### src/rtl/refresh_pkg.sv
`timescale 1ns/1ps
package refresh_pkg;

    typedef enum logic [1:0] {
        ST_IDLE   = 2'd0,
        ST_SETUP  = 2'd1,
        ST_ACTIVE = 2'd2,
        ST_PRECH  = 2'd3
    } seq_state_e;

    // Retention window in microseconds for a given row-address width
    function automatic int retention_us(input int row_bits);
        return (row_bits >= 12) ? 64000 : 32000;
    endfunction

    function automatic int max2(input int a, input int b);
        return (a > b) ? a : b;
    endfunction

endpackage

### src/rtl/rfsh_timer.sv
`timescale 1ns/1ps
module rfsh_timer #(
    parameter int INTERVAL = 3125
) (
    input  logic clk,
    input  logic rst_n,
    output logic tick_o
);
    localparam int CW = (INTERVAL > 2) ? $clog2(INTERVAL) : 1;

    typedef struct packed {
        logic [CW-1:0] cnt;
    } timer_regs_t;

    timer_regs_t tmr_d, tmr_q;

    always_comb begin
        tmr_d  = tmr_q;
        tick_o = (tmr_q.cnt == CW'(INTERVAL - 1));
        if (tick_o) begin
            tmr_d.cnt = '0;
        end else begin
            tmr_d.cnt = tmr_q.cnt + 1'b1;
        end
    end

    always_ff @(posedge clk or negedge rst_n) begin
        if (!rst_n) begin
            tmr_q <= '0;
        end else begin
            tmr_q <= tmr_d;
        end
    end
endmodule

### src/rtl/rfsh_backlog.sv
`timescale 1ns/1ps
module rfsh_backlog #(
    parameter int PEND_MAX = 4,
    localparam int PW = $clog2(PEND_MAX + 1)
) (
    input  logic          clk,
    input  logic          rst_n,
    input  logic          tick_i,
    input  logic          take_i,
    output logic [PW-1:0] pending_o,
    output logic          overflow_o
);
    typedef struct packed {
        logic [PW-1:0] cnt;
        logic          ovf;
    } backlog_regs_t;

    backlog_regs_t blg_d, blg_q;
    logic          full;

    always_comb begin
        blg_d = blg_q;
        full  = (blg_q.cnt == PW'(PEND_MAX));
        if (tick_i && !take_i) begin
            if (full) begin
                blg_d.ovf = 1'b1;
            end else begin
                blg_d.cnt = blg_q.cnt + 1'b1;
            end
        end else if (take_i && !tick_i) begin
            if (blg_q.cnt != '0) begin
                blg_d.cnt = blg_q.cnt - 1'b1;
            end
        end
    end

    always_ff @(posedge clk or negedge rst_n) begin
        if (!rst_n) begin
            blg_q <= '0;
        end else begin
            blg_q <= blg_d;
        end
    end

    assign pending_o  = blg_q.cnt;
    assign overflow_o = blg_q.ovf;
endmodule

### src/rtl/rfsh_sequencer.sv
`timescale 1ns/1ps
module rfsh_sequencer
    import refresh_pkg::*;
#(
    parameter int T_SETUP = 1,
    parameter int T_RAS   = 12,
    parameter int T_PRECH = 8
) (
    input  logic clk,
    input  logic rst_n,
    input  logic owed_i,
    input  logic gnt_i,
    output logic req_o,
    output logic take_o,
    output logic done_o,
    output logic ras_n_o,
    output logic cas_n_o
);
    localparam int TMAX = max2(max2(T_SETUP, T_RAS), T_PRECH);
    localparam int TW   = $clog2(TMAX + 1);

    typedef struct packed {
        seq_state_e    st;
        logic [TW-1:0] cnt;
        logic          ras_n;
        logic          cas_n;
    } seq_regs_t;

    seq_regs_t seq_d, seq_q;

    always_comb begin
        seq_d  = seq_q;
        take_o = 1'b0;
        done_o = 1'b0;
        req_o  = (seq_q.st != ST_IDLE) || owed_i;
        case (seq_q.st)
            ST_IDLE: begin
                if (owed_i && gnt_i) begin
                    seq_d.st    = ST_SETUP;
                    seq_d.cnt   = TW'(T_SETUP - 1);
                    seq_d.cas_n = 1'b0;
                    take_o      = 1'b1;
                end
            end
            ST_SETUP: begin
                if (seq_q.cnt == '0) begin
                    seq_d.st    = ST_ACTIVE;
                    seq_d.cnt   = TW'(T_RAS - 1);
                    seq_d.ras_n = 1'b0;
                end else begin
                    seq_d.cnt = seq_q.cnt - 1'b1;
                end
            end
            ST_ACTIVE: begin
                if (seq_q.cnt == '0) begin
                    seq_d.st    = ST_PRECH;
                    seq_d.cnt   = TW'(T_PRECH - 1);
                    seq_d.ras_n = 1'b1;
                    seq_d.cas_n = 1'b1;
                    done_o      = 1'b1;
                end else begin
                    seq_d.cnt = seq_q.cnt - 1'b1;
                end
            end
            default: begin
                if (seq_q.cnt == '0) begin
                    seq_d.st = ST_IDLE;
                end else begin
                    seq_d.cnt = seq_q.cnt - 1'b1;
                end
            end
        endcase
    end

    always_ff @(posedge clk or negedge rst_n) begin
        if (!rst_n) begin
            seq_q.st    <= ST_IDLE;
            seq_q.cnt   <= '0;
            seq_q.ras_n <= 1'b1;
            seq_q.cas_n <= 1'b1;
        end else begin
            seq_q <= seq_d;
        end
    end

    assign ras_n_o = seq_q.ras_n;
    assign cas_n_o = seq_q.cas_n;
endmodule

### src/rtl/rfsh_tally.sv
`timescale 1ns/1ps
module rfsh_tally #(
    parameter int CNT_W = 16
) (
    input  logic             clk,
    input  logic             rst_n,
    input  logic             done_i,
    output logic [CNT_W-1:0] count_o
);
    typedef struct packed {
        logic [CNT_W-1:0] cnt;
    } tally_regs_t;

    tally_regs_t tly_d, tly_q;

    always_comb begin
        tly_d = tly_q;
        if (done_i) begin
            tly_d.cnt = tly_q.cnt + 1'b1;
        end
    end

    always_ff @(posedge clk or negedge rst_n) begin
        if (!rst_n) begin
            tly_q <= '0;
        end else begin
            tly_q <= tly_d;
        end
    end

    assign count_o = tly_q.cnt;
endmodule

### src/rtl/refresh_scheduler.sv
`timescale 1ns/1ps
module refresh_scheduler
    import refresh_pkg::*;
#(
    parameter int ROW_BITS = 11,
    parameter int CLK_MHZ  = 200,
    parameter int T_SETUP  = 1,
    parameter int T_RAS    = 12,
    parameter int T_RP     = 8,
    parameter int T_CP     = 2,
    parameter int PEND_MAX = 4,
    parameter int CNT_W    = 16,
    localparam int PW      = $clog2(PEND_MAX + 1)
) (
    input  logic             clk,
    input  logic             rst_n,
    input  logic             gnt_i,
    output logic             req_o,
    output logic             ras_n_o,
    output logic             cas_n_o,
    output logic [PW-1:0]    pending_o,
    output logic             overflow_o,
    output logic [CNT_W-1:0] done_cnt_o
);
    localparam int ROWS     = 1 << ROW_BITS;
    localparam int INTERVAL = retention_us(ROW_BITS) * CLK_MHZ / ROWS;
    localparam int T_PRECH  = max2(T_RP, T_CP);
    localparam int SETUP_EFF = max2(T_SETUP, 1);

    logic tick;
    logic take;
    logic done;
    logic owed;

    rfsh_timer #(
        .INTERVAL (INTERVAL)
    ) i_timer (
        .clk    (clk),
        .rst_n  (rst_n),
        .tick_o (tick)
    );

    rfsh_backlog #(
        .PEND_MAX (PEND_MAX)
    ) i_backlog (
        .clk        (clk),
        .rst_n      (rst_n),
        .tick_i     (tick),
        .take_i     (take),
        .pending_o  (pending_o),
        .overflow_o (overflow_o)
    );

    assign owed = (pending_o != '0);

    rfsh_sequencer #(
        .T_SETUP (SETUP_EFF),
        .T_RAS   (T_RAS),
        .T_PRECH (T_PRECH)
    ) i_seq (
        .clk     (clk),
        .rst_n   (rst_n),
        .owed_i  (owed),
        .gnt_i   (gnt_i),
        .req_o   (req_o),
        .take_o  (take),
        .done_o  (done),
        .ras_n_o (ras_n_o),
        .cas_n_o (cas_n_o)
    );

    rfsh_tally #(
        .CNT_W (CNT_W)
    ) i_tally (
        .clk     (clk),
        .rst_n   (rst_n),
        .done_i  (done),
        .count_o (done_cnt_o)
    );
endmodule

### config.mk
export PLATFORM = sky130hd
export DESIGN_NAME = refresh_scheduler
export DESIGN_NICKNAME = d
export VERILOG_FILES = /design/src/rtl/refresh_pkg.sv /design/src/rtl/rfsh_timer.sv /design/src/rtl/rfsh_backlog.sv /design/src/rtl/rfsh_sequencer.sv /design/src/rtl/rfsh_tally.sv /design/src/rtl/refresh_scheduler.sv
export SDC_FILE = /design/constraint.sdc
export NUM_CORES = 1
export LEC_CHECK = 0
export CAP_MARGIN = 5
export CORE_ASPECT_RATIO = 1.2
export CORE_MARGIN = 3
export CORE_UTILIZATION = 41
export DETAILED_ROUTE_END_ITERATION = 16
export DONT_BUFFER_PORTS = 1
export SKIP_LAST_GASP = 1
export SLEW_MARGIN = 20
export SYNTH_ARGS = -nofsm -noshare
export SYNTH_HDL_FRONTEND = slang
export SYNTH_HIERARCHICAL = 1
export SYNTH_SLANG_ARGS = --single-unit
### constraint.sdc
create_clock -name clk -period 4.3 [get_ports clk]
set_input_delay 0.43 -clock clk [delete_from_list [all_inputs] [get_ports clk]]
set_output_delay 0.43 -clock clk [all_outputs]
set_load 0.01 [all_outputs]
==> impl_results.md <==
* Vias at ~1,500
* Worst-skew pair later-pin latency at around 0.29 ns
* Final hold viol count at 0
* Metal2 WL at 2.136 mm
* Cell area after placement at 2171 um2
* CTS Root Cell: clkbuf_8
* Largest net degree at the start of global routing at 41
* Total global routing overflow at 0
* Post-Route Skew at around 0.0054 ns
* CTS tree: yes
* Top post-synthesis cells by area: dfrtp_1 (45%), xnor2_1 (5.4%), ha_1 (5.4%)
* Post-DR wirelength/cell at 14.93 um
* Uppermost routed layer: met4
* Tcrit/Tclk final at 0.6960
* Dpl cells at 254
* Die area at 6026 um2
* Max Fclk at between 300 and 400 MHz
* Crit path kind: register to register
* CTS Buffer Depth at 2
* Startpoint type of the worst setup path: register
* LEAKAGE at 1.021 nW
* Critical path data required time at between 4 and 5 ns
* DRT antenna net count at 0
* Via/cell ratio at 5.587
* Num rows at 27
* Simple logic cell fraction of the synthesized area at 0.2274
* Clk slew on worst S/H paths at approximately 0.080 ns
* Initial DRC Count at between 50 and 60
* Top FF cell, synth: dfrtp_1
* Worst hold-check path type: input pin to register
* Initial core utilization at 0.4413
* Number of setup violations in the final report at 0
* Number of max-cap violations at 0
* Design Area, Final at 2316 um2
* Setup TNS at 0 ns
* Final nets at 218
* Largest family of logic cells by synthesized area: simple AND/OR/NAND/NOR gates
* Area taken by multi-input logic gates at around 1000 um2
* Yosys warning total at 6
* Async S/R FF share, synth at 1.000
* Post-synthesis xor/xnor area fraction at 0.09583
* I/O Buffers at 0
* Critical path capture point type: register
* Detailed Place HPWL at around 2.9 mm
* H-tree Lvls at 2
* #FFs+latches synth at 40
* First-pass GRT wire length at about 7.0 mm
* Top-area cell type share of the netlist area at 0.4524
* Post-route setup slack at 1.307 ns
* Area delta synth->final at 10.18%
* Reg area at 1003 um2
* Synth Area in Adders at 0.06310
* Non-Filler Instances at 264
* Min Tclk post-route at 2.993 ns
* # diodes at 0
* Core footprint at 4763 um2
* P per Cell Area at ~550 nW/um2
* Final Power at 1.265 mW
* Net Count, Synth at 210
* VDD IR max at about 0.31 mV
* Share of cells above drive strength 1 at 0.1214
* Syn avg cell area at ~11 um2
* Top-Level Pins at 26
* Synth cell types at 54
* Mapped Area at 2102 um2
* Total track usage at 0.1425
* Pre-CTS worst setup slack at 1.326 ns
* Critical path arrival at 3.19 ns
* DR pass1 iterations at 4
* Cell taking the most area after synthesis: dfrtp_1
* Mux cell area share after synthesis at 0.02083
* Met3 routed WL at roughly 97 um
* Fillcell total at ~440
* CTS sink cnt at 40
* Initial antenna violation count at 0
* Synth Instances at 197
* Commonest non-fill, non-tap cell in the layout: dfrtp_1
* Post-synthesis sequential area ratio at 0.4774
* DRC errors left at 0
* Num CTS Buffers at 5
* RSZ-0062 raised after global routing: false
* Actual slew at the worst max-slew pin at 0.5573 ns
* Vias in the first global route at 1,485
* Die W at slightly above 70 um
* M1 WL at 1.648 mm
* Final wirelength at roughly 4 mm
* RePlAce Congestion at between 0.7 and 0.8
* CP max FO at 9
* Die extent in y at between 80 and 90 um
* Compound-Gate Fraction of Synth Area at 0.08869
* Hold slack at roughly 0.37 ns
* Util after Layout at 0.4862
* Max Slew Vio Count at 0
* Most frequent cells in the layout: dfrtp_1 (38), inv_1 (14), xnor2_1 (13), nor2_1 (13), nand2_1 (13)
* Max_slew headroom at 0.6256
* Status: complete, no violations
* Number of synthesized flops with an enable pin at 0
[critical path: stages (launching register included)]
cell       delay, ns
dfrtp_1         0.43
inv_1           0.07
ha_1            0.14
nand4bb_1       0.15
nor4_4          0.56
ha_1            0.38
inv_1           0.08
fa_1            0.43
or4b_1          0.54
o211ai_1        0.11
[cell usage after synthesis, drive strengths merged, types with 2 or more instances]
cell	count
inv	14
and3	3
nand2	13
dfrtp	38
a31oi	2
nor4	4
xnor2	13
nand2b	2
nand3	9
nand4	7
ha	9
xor2	10
a21oi	7
dfstp	2
or4b	2
or4	3
mux2	3
nor3	7
or3	3
and2	2
o21ai	8
o31ai	2
nor2	13
[power breakdown]
part	internal [mW]	leakage, nW	switching [mW]
Clock	0.175	0.0548	0.137
Sequential	0.450	0.513	0.110
Combinational	0.184	0.454	0.209
[sequential cells by signal, summed over array words and instances (netlist names)]
register,cells
i_tally/count_o,16
i_timer/tmr_q,12
i_seq/seq_q,6
i_backlog/pending_o,3
i_backlog/overflow_o,1
i_seq/cas_n_o,1
i_seq/ras_n_o,1
[logic make-up (layout without fill, tap and decap cells)]
family	Yosys count	after routing
AO/OA/AOI/OAI	29	29
XOR/XNOR	23	23
adder cells (fa/ha/maj)	10	10
buffers and inverters	15	24
flip-flops	40	40
multiplexers	4	4
AND/OR/NAND/NOR	76	76
[area by class of cell]
type | instances | share of cell area
Multi-Input combinational cell | 142 | 0.4500
Sequential cell | 40 | 0.4333
Tap cell | 58 | 0.03133
Clock buffer | 5 | 0.02971
Inverter | 14 | 0.02269
Clock inverter | 3 | 0.01999
Timing Repair Buffer | 2 | 0.01297
[per-layer routing]
layer	track usage	vias up
li1	-	720
met1	0.1808	726
met2	0.2349	22
met3	0.02754	7
met4	0.05983	0
met5	0	-
[final timing paths]
| kind | startpoint | to | slack (ns) | cells after the start |
|---|---|---|---|---|
| setup / recovery | i_timer/tmr_q[0] | i_backlog/pending_o[2] | 1.31 | 9 |
| hold / removal | gnt_i | i_seq/cas_n_o | 0.37 | 2 |
| setup reg to reg | i_timer/tmr_q[0] | i_backlog/pending_o[2] | 1.31 | 9 |
| hold reg to reg | i_timer/tmr_q[6] | i_timer/tmr_q[6] | 0.51 | 1 |
| max in group asynchronous | rst_n | i_seq/ras_n_o | 3.45 | 2 |
| min in group asynchronous | rst_n | i_timer/tmr_q[9] | 0.60 | 2 |
[what timing repair did]
item | CTS | global route
endpoints found under the hold margin | 40 | 0
gates resized for setup | 0 | 0
hold buffers | 2 | 0
buffers inserted | 0 | 0
setup endpoints to repair | 0 | 0
No activity file was read; power rests on OpenSTA's default activity.
